<file path="src/rtl/bpc_pkg.sv">
package bpc_pkg;

    typedef enum logic {
        MODE_STD  = 1'b0,
        MODE_FWFT = 1'b1
    } out_mode_e;

    typedef struct packed {
        logic cs_n;
        logic wr_rd;
        logic en;
        logic mb;
    } port_ctl_t;

    typedef struct packed {
        logic oe;
        logic wr_sel;
        logic rd_sel;
    } port_dec_t;

    // Decode port controls; flip selects the second-side polarity.
    function automatic port_dec_t decode_ctl(port_ctl_t c, logic flip);
        port_dec_t d;
        logic      wr_level;
        wr_level  = flip ? ~c.wr_rd : c.wr_rd;
        d.oe      = ~c.cs_n & ~wr_level;
        d.wr_sel  = ~c.cs_n & wr_level & c.en & ~c.mb;
        d.rd_sel  = ~c.cs_n & ~wr_level & c.en & ~c.mb;
        return d;
    endfunction

endpackage

</file>
<file path="src/rtl/bpc_decode.sv">
module bpc_decode
    import bpc_pkg::*;
#(
    parameter bit PORT_B = 1'b0
) (
    input  port_ctl_t ctl,
    input  logic      wr_space,
    output logic      bus_oe,
    output logic      wr_strobe,
    output logic      rd_sel
);
    port_dec_t dec;

    always_comb begin
        dec       = decode_ctl(ctl, PORT_B);
        bus_oe    = dec.oe;
        wr_strobe = dec.wr_sel & wr_space;
        rd_sel    = dec.rd_sel;
    end
endmodule

</file>
<file path="src/rtl/bpc_ptr_sync.sv">
module bpc_ptr_sync #(
    parameter int PTR_W  = 9,
    parameter int STAGES = 2
) (
    input  logic             clk,
    input  logic             rst,
    input  logic [PTR_W-1:0] d,
    output logic [PTR_W-1:0] q
);
    logic [PTR_W-1:0] st [STAGES];

    generate
        for (genvar i = 0; i < STAGES; i++) begin : g_stage
            if (i == 0) begin : g_first
                always_ff @(posedge clk) begin
                    if (rst) st[i] <= '0;
                    else     st[i] <= d;
                end
            end else begin : g_next
                always_ff @(posedge clk) begin
                    if (rst) st[i] <= '0;
                    else     st[i] <= st[i-1];
                end
            end
        end
    endgenerate

    assign q = st[STAGES-1];
endmodule

</file>
<file path="src/rtl/bpc_out_reg.sv">
module bpc_out_reg
    import bpc_pkg::*;
#(
    parameter int DATA_W = 36,
    parameter int ADDR_W = 8,
    localparam int PTR_W = ADDR_W + 1
) (
    input  logic              clk,
    input  logic              rst,
    input  out_mode_e         mode,
    input  logic              rd_sel,
    input  logic [PTR_W-1:0]  wptr_sync,
    input  logic [DATA_W-1:0] ram_data,
    output logic [ADDR_W-1:0] rd_addr,
    output logic [DATA_W-1:0] dout,
    output logic              flag
);
    logic [PTR_W-1:0]  rd_ptr;
    logic [PTR_W-1:0]  words;
    logic              have;
    logic              or_q, or_nxt;
    logic              load;
    logic [DATA_W-1:0] dout_q;

    assign words = wptr_sync - rd_ptr;
    assign have  = (words != '0);

    always_comb begin
        unique case (mode)
            MODE_FWFT: begin
                flag = or_q;
                if (!or_q) begin
                    load   = have;
                    or_nxt = have;
                end else if (rd_sel) begin
                    load   = have;
                    or_nxt = have;
                end else begin
                    load   = 1'b0;
                    or_nxt = 1'b1;
                end
            end
            default: begin
                flag   = have;
                load   = rd_sel & have;
                or_nxt = 1'b0;
            end
        endcase
    end

    always_ff @(posedge clk) begin
        if (rst) begin
            rd_ptr <= '0;
            dout_q <= '0;
            or_q   <= 1'b0;
        end else begin
            or_q <= or_nxt;
            if (load) begin
                rd_ptr <= rd_ptr + 1'b1;
                dout_q <= ram_data;
            end
        end
    end

    assign rd_addr = rd_ptr[ADDR_W-1:0];
    assign dout    = dout_q;

    // pointer moves only by single steps
    p_ptr_step_r9: assert property (@(posedge clk) disable iff (rst)
        (rd_ptr != $past(rd_ptr)) |-> (rd_ptr == $past(rd_ptr) + 1'b1));

    // read attempt with low flag and nothing waiting leaves state alone
    p_ignore_r8: assert property (@(posedge clk) disable iff (rst)
        (rd_sel && !flag && !have) |=> ($stable(dout) && $stable(rd_ptr)));

    // standard mode holds the register without an accepted read
    p_std_hold_r5: assert property (@(posedge clk) disable iff (rst)
        (mode == MODE_STD && !(rd_sel && flag)) |=> $stable(dout));

    // fall-through raises output-ready when words are waiting
    p_fwft_rise_r6: assert property (@(posedge clk) disable iff (rst)
        (mode == MODE_FWFT && !flag && have) |=> flag);

    // fall-through keeps a presented word without a read
    p_fwft_keep_r7: assert property (@(posedge clk) disable iff (rst)
        (mode == MODE_FWFT && $past(mode) == MODE_FWFT && flag && !rd_sel)
        |=> (flag && $stable(dout)));
endmodule

</file>
<file path="src/rtl/bidir_port_ctrl.sv">
module bidir_port_ctrl
    import bpc_pkg::*;
#(
    parameter bit PORT_B      = 1'b0,
    parameter int DATA_W      = 36,
    parameter int ADDR_W      = 8,
    parameter int SYNC_STAGES = 2,
    localparam int PTR_W      = ADDR_W + 1
) (
    input  logic              clk,
    input  logic              rst,
    input  logic              fwft_mode,
    input  logic              cs_n,
    input  logic              wr_rd,
    input  logic              en,
    input  logic              mb_sel,
    input  logic              wr_space,
    output logic              wr_strobe,
    output logic              bus_oe,
    input  logic [PTR_W-1:0]  wr_ptr_in,
    output logic [ADDR_W-1:0] rd_addr,
    input  logic [DATA_W-1:0] rd_data,
    output logic [DATA_W-1:0] rd_dout,
    output logic              rd_flag
);
    port_ctl_t        ctl;
    out_mode_e        mode;
    logic             rd_sel;
    logic [PTR_W-1:0] wptr_sync;

    assign ctl  = '{cs_n: cs_n, wr_rd: wr_rd, en: en, mb: mb_sel};
    assign mode = fwft_mode ? MODE_FWFT : MODE_STD;

    bpc_decode #(.PORT_B(PORT_B)) u_dec (
        .ctl       (ctl),
        .wr_space  (wr_space),
        .bus_oe    (bus_oe),
        .wr_strobe (wr_strobe),
        .rd_sel    (rd_sel)
    );

    bpc_ptr_sync #(.PTR_W(PTR_W), .STAGES(SYNC_STAGES)) u_sync (
        .clk (clk),
        .rst (rst),
        .d   (wr_ptr_in),
        .q   (wptr_sync)
    );

    bpc_out_reg #(.DATA_W(DATA_W), .ADDR_W(ADDR_W)) u_out (
        .clk       (clk),
        .rst       (rst),
        .mode      (mode),
        .rd_sel    (rd_sel),
        .wptr_sync (wptr_sync),
        .ram_data  (rd_data),
        .rd_addr   (rd_addr),
        .dout      (rd_dout),
        .flag      (rd_flag)
    );

    // a write strobe needs room and an enabled, non-mailbox access
    p_wr_gate_r2: assert property (@(posedge clk) disable iff (rst)
        wr_strobe |-> (wr_space && !cs_n && en && !mb_sel));

    // the port never drives the bus while writing
    p_oe_excl_r1: assert property (@(posedge clk) disable iff (rst)
        bus_oe |-> !wr_strobe);
endmodule

</file>
<file path="config.mk">
export PLATFORM = sky130hd
export DESIGN_NAME = bidir_port_ctrl
export DESIGN_NICKNAME = d
export VERILOG_FILES = /design/src/rtl/bpc_pkg.sv /design/src/rtl/bpc_decode.sv /design/src/rtl/bpc_ptr_sync.sv /design/src/rtl/bpc_out_reg.sv /design/src/rtl/bidir_port_ctrl.sv
export SDC_FILE = /design/constraint.sdc
export NUM_CORES = 1
export LEC_CHECK = 0
export BUFFER_PORTS_ARGS = -buffer_cell sky130_fd_sc_hd__buf_2
export CAP_MARGIN = 30
export CORE_MARGIN = 5
export CORE_UTILIZATION = 50
export CTS_CLUSTER_SIZE = 14
export DETAILED_ROUTE_END_ITERATION = 16
export GPL_TIMING_DRIVEN = 0
export PLACE_DENSITY = 0.8
export SYNTH_ARGS = -nofsm -noshare
export SYNTH_HDL_FRONTEND = slang
export SYNTH_SLANG_ARGS = --single-unit
</file>
<file path="constraint.sdc">
create_clock -name clk -period 8.29 [get_ports clk]
set_input_delay 0.4145 -clock clk [delete_from_list [all_inputs] [get_ports clk]]
set_output_delay 0.4145 -clock clk [all_outputs]
set_load 0.01 [all_outputs]
</file>
# After elaboration in Yosys (flattened, before gate mapping)
# Memory sizes are Yosys's and may differ from the RTL's.
# Index checks and enable logic that the tools add are counted.
# Widths: inputs -> output; s select.
# op_classes
addsub,2
muxes,12
bitwise,14
n_reduce_logical,2
# ops
op,count
$mux 9,2
$mux 1,10
$add 9x1->9 const B,1
$reduce_bool 9->1,1
$sub 9x9->9,1
$and 1x1->1,8
$not 1->1,4
$or 1x1->1,2
$reduce_or 2->1,1
# word_totals
regBits,46
output_inout_bits,47
input_bits,53
n_memories,1
ramBits,18
# mem_list
name,words,width,rd,rd_ports_with_merged_regs,wr,line,source
u_sync.st,2,9,2,0,2,bpc_ptr_sync.sv:10,logic [PTR_W-1:0] st [STAGES];

# Longest topological paths before layout
# depth
word_depth,7
depth_mapped,12

# By module
# A second synthesis with hierarchy kept.
# unflattened
cells_unflattened,276
hier_area_um2,2777.7
# by_module_without_submodules
mod,seq_area_each_um2,cells_per_inst,area_per_inst_um2,instances
bpc_out_reg,920.9,235,2257.2,1
bpc_ptr_sync,360.3,37,489.2,1
bpc_decode,0.0,4,31.3,1

# Least setup slack after synthesis
# No wires, ideal clock.
# synth_timing
path_type,flip-flop to flip-flop
start,reg u_out.rd_ptr[6]
end,"reg u_out.dout_q[0], in the netlist u_out.dout[0]"
setup_time_ps,128
synth_period_minus_slack_ps,2660
stages_incl_launch_ff,11
arrival_time_ps,2532
required_time_ps,8162
path_slack_ps,5630
path_buffers,2
path_cell_list,dfxtp_1 > inv_1 > ha_1 > or4_1 > a211o_1 > a221oi_2 > a22o_4 > buf_12 > buf_12 > mux2i_1 > nor2_1
# synth_via
elab_chain_len,5
elab_cells_between_ends,6
classes_between,add/sub (1); mux (3); bitwise (1); reduce/logical (1)
# synth_rtl
element,line,source
from (decl),bpc_out_reg.sv:18,logic [PTR_W-1:0] rd_ptr;
from (signal assigned),bpc_out_reg.sv:59,rd_ptr <= rd_ptr + 1'b1;
$sub 9x9->9 (*),bpc_out_reg.sv:25,assign words = wptr_sync - rd_ptr;
$reduce_bool 9->1 (*),bpc_out_reg.sv:26,assign have = (words != '0);
$mux 1,bpc_out_reg.sv:35,end else if (rd_sel) begin
$mux 1,bpc_out_reg.sv:32,if (!or_q) begin
$mux 1 (*),bpc_out_reg.sv:29,unique case (mode)
to (signal assigned),bpc_out_reg.sv:60,dout_q <= ram_data;
to (decl),bpc_out_reg.sv:23,logic [DATA_W-1:0] dout_q;
# Every way passes the cells marked *; elsewhere a longest branch is shown, timed or not.
# A chain may end at the register's enable or synchronous reset.

# Worst setup path after layout
# layout_timing
start,reg u_out.rd_ptr[6]
end,out rd_flag
# layout_via
elab_chain_len,3
# layout_rtl
element,line,source
$sub 9x9->9,bpc_out_reg.sv:25,
$reduce_bool 9->1,bpc_out_reg.sv:26,
$mux 1,bpc_out_reg.sv:29,
to (decl),bidir_port_ctrl.sv:24,output logic rd_flag
# No other way between the ends.

==> flow_summary.yaml <==
yosys:
  synth_top_area_share: 0.458
  yosysTopAreaCell: "dfxtp_1"
  syn-num-nets: 336
  synthCells: 274
  synth_warnings: 0
  yosys.cell_count.top_type: "dfxtp_1"
  synth_common_cells: "64 x dfxtp_1, 42 x nor2_1, 37 x mux2i_1"
  ys.flop_type: "dfxtp_1"
  async_flop_share: 0
  synth_seq_area_share: 0.458
  synth_edf_count: 0
  syn-cell-area_um2: 2800
  ys_types: 47
  synth.avg_cell_area_um2: 10.2
  yosys_register_bits: 64
  synth_area_leaders: "dfxtp_1 46%, mux2i_1 13%, nor2_1 5.6%, nor2b_1 4.2%, ha_1 4.0%"
timing:
  fin_hold_ws_ns: 0.295
  fin_skew_ns: 0.00701
  finalSetupViolCount: 0
  maxSlewHeadroom: 0.602
  finalCriticalPeriod_ns: 3.21
  hold_viol_final: 0
  fmax_mhz: 312
  fin_crit_sh: 0.387
  worst_pin_slew_ns: 0.591
  tns_ns: 0
  slew_violations: 0
  rsz0062_at_grt: "no"
grt:
  grt_pass1_wl_um: 10600
  grt_usage: 0.182
  grt-busiest-layer: "met2"
  grt_overflow: 0
  met2_usage: 0.324
  grt_max_degree: 11
  use_met1: 0.198
  antenna_found_initial: 0
  grt_pass1_vias: 2358
  use_met3: 0.0579
finish:
  fin_cells: 460
  antenna_cells: 0
  final_nets: 445
  drive_gt1_frac: 0.345
  post-route-util: 0.654
  syn2layout_area_growth_pct: 27.9
floorplan:
  core-area_um2: 5470
  die_height_um: 84.8
  ios: 100
  die_x_um: 84.8
  dieArea_um2: 7190
  start_util: 0.511
  rows: 27
clock_network:
  cts_resized: 0
  cts.sinks: 64
  clk_pin_slew_ns: 0.07
  holdBufCountCts: 0
  cts_tree: "yes"
  h-tree-depth: 3
  clockBufferDepth: 2
  cts-root-buf: "clkbuf_8"
  numCtsBuffers: 9
  post_cts_buffers: 0
  clk_latency_ns: 0.33
route:
  first_iter_violations: 74
  drc_errors: 0
  drt_pre_antenna_iters: 5
  wirelength_um: 6140
  viasPerCell: 5.03
  drtAntennaViolNets: 0
  vias: 2314
  avgRoutedWirePerCell_um: 13.3
setup_path:
  crit_required_ns: 7.88
  crit_path_end_kind: "output port"
  crit_type: "flop to output port"
  cp_max_fo: 7
  startpoint_type: "flop"
  cp.arrival_ns: 2.79
power_and_ir_drop:
  p_leak_uw: 0.00177
  power_density_nw_per_um2: 205
  ir_drop_mv: 0.167
place:
  portBuffers: 98
  hpwlAfterDp_um: 4590
  dp.cells: 444
  gp_congestion: 0.859
outcome:
  outcome: "complete, no violations"
hold_path:
  hold_path.class: "input pin to flop"
flow_run:
  maxCapViolations: 0
[cells in the final DEF (no fill, tap or decap), types with 2 or more instances in the layout]
master and count:
o21ai_1 2, nand4b_1 2, xnor2_1 2, or3_1 6
a21oi_1 8, nor2_1 42, mux2i_1 37, clkbuf_1 9
dfxtp_1 64, nor2b_1 19, xor2_1 2, nand4_1 3
nand2_1 5, o21ai_0 6, o2111ai_1 2, ha_1 9
buf_2 98, and2_1 2, clkbuf_8 11, clkinv_2 2
nand3_1 3, nand2b_1 3, buf_12 5, buf_4 8
inv_1 12
[cell families (layout without fill, tap and decap cells)]
logic type	Yosys count	after routing	synth area share
simple gates	95	95	0.178
flops	64	64	0.458
mux	38	38	0.136
buf+inv	33	147	0.0868
compound gates	31	31	0.0881
fa+ha+maj	9	9	0.0403
xor+xnor	4	4	0.0125
[worst paths after layout]
| path | from | endpoint | slack (ns) | cells after the start |
|---|---|---|---|---|
| worst max-delay path | u_out.rd_ptr[6] | rd_flag | 5.08 | 8 |
| worst min-delay path | wr_ptr_in[6] | u_sync.st[0][6] | 0.29 | 2 |
| worst max register to register | u_out.rd_ptr[6] | u_out.dout[33] | 5.31 | 10 |
| worst min register to register | u_sync.st[0][3] | u_sync.st[1][3] | 0.43 | 1 |
[layer usage]
layer	wire length, um	up-vias
met4	87	0
met2	3180	79
li1	-	1149
met5	0	-
met1	2420	1078
met3	457	8
[state kept, by name, indices dropped and copies added, names as in the netlist]
signal	count
u_out.dout	36
u_out.rd_ptr	9
u_out.or_q	1
u_sync.st	18
[critical path, cell delays in order (launching register included)]
cell      delay (ns)
dfxtp_1         0.43
inv_1           0.08
ha_1            0.39
or4_1           0.55
a211o_1         0.28
a221oi_2        0.32
nand3_1         0.11
and2_1          0.16
buf_2           0.13
[power by group]
part	internal, uW	switching (uW)
Clock	155	109
Sequential	327	10.6
Combinational	67.0	63.7
[cell type report]
type / instances / area (um^2)
repair buffers: 98 / 490
clock inverters: 3 / 40.0
flip-flops and latches: 64 / 1280
clock buffers: 13 / 159
inverters: 12 / 45.0
plain buffers: 21 / 198
multi-input cells: 177 / 1270
well taps: 72 / 90.1
fillers: 452 / 1900
[per-stage QoR]
step           power, uW  area, um^2  worst slack, ns
3_5_place_dp         474        3380             5.34
2_1_floorplan        432        2800             5.63
3_3_place_gp         469        3380             5.42
4_1_cts              739        3580             5.07
5_1_grt              768        3580             4.85
6_report             732        3580             5.08
Note: power is estimated with default switching activity, not from simulation.
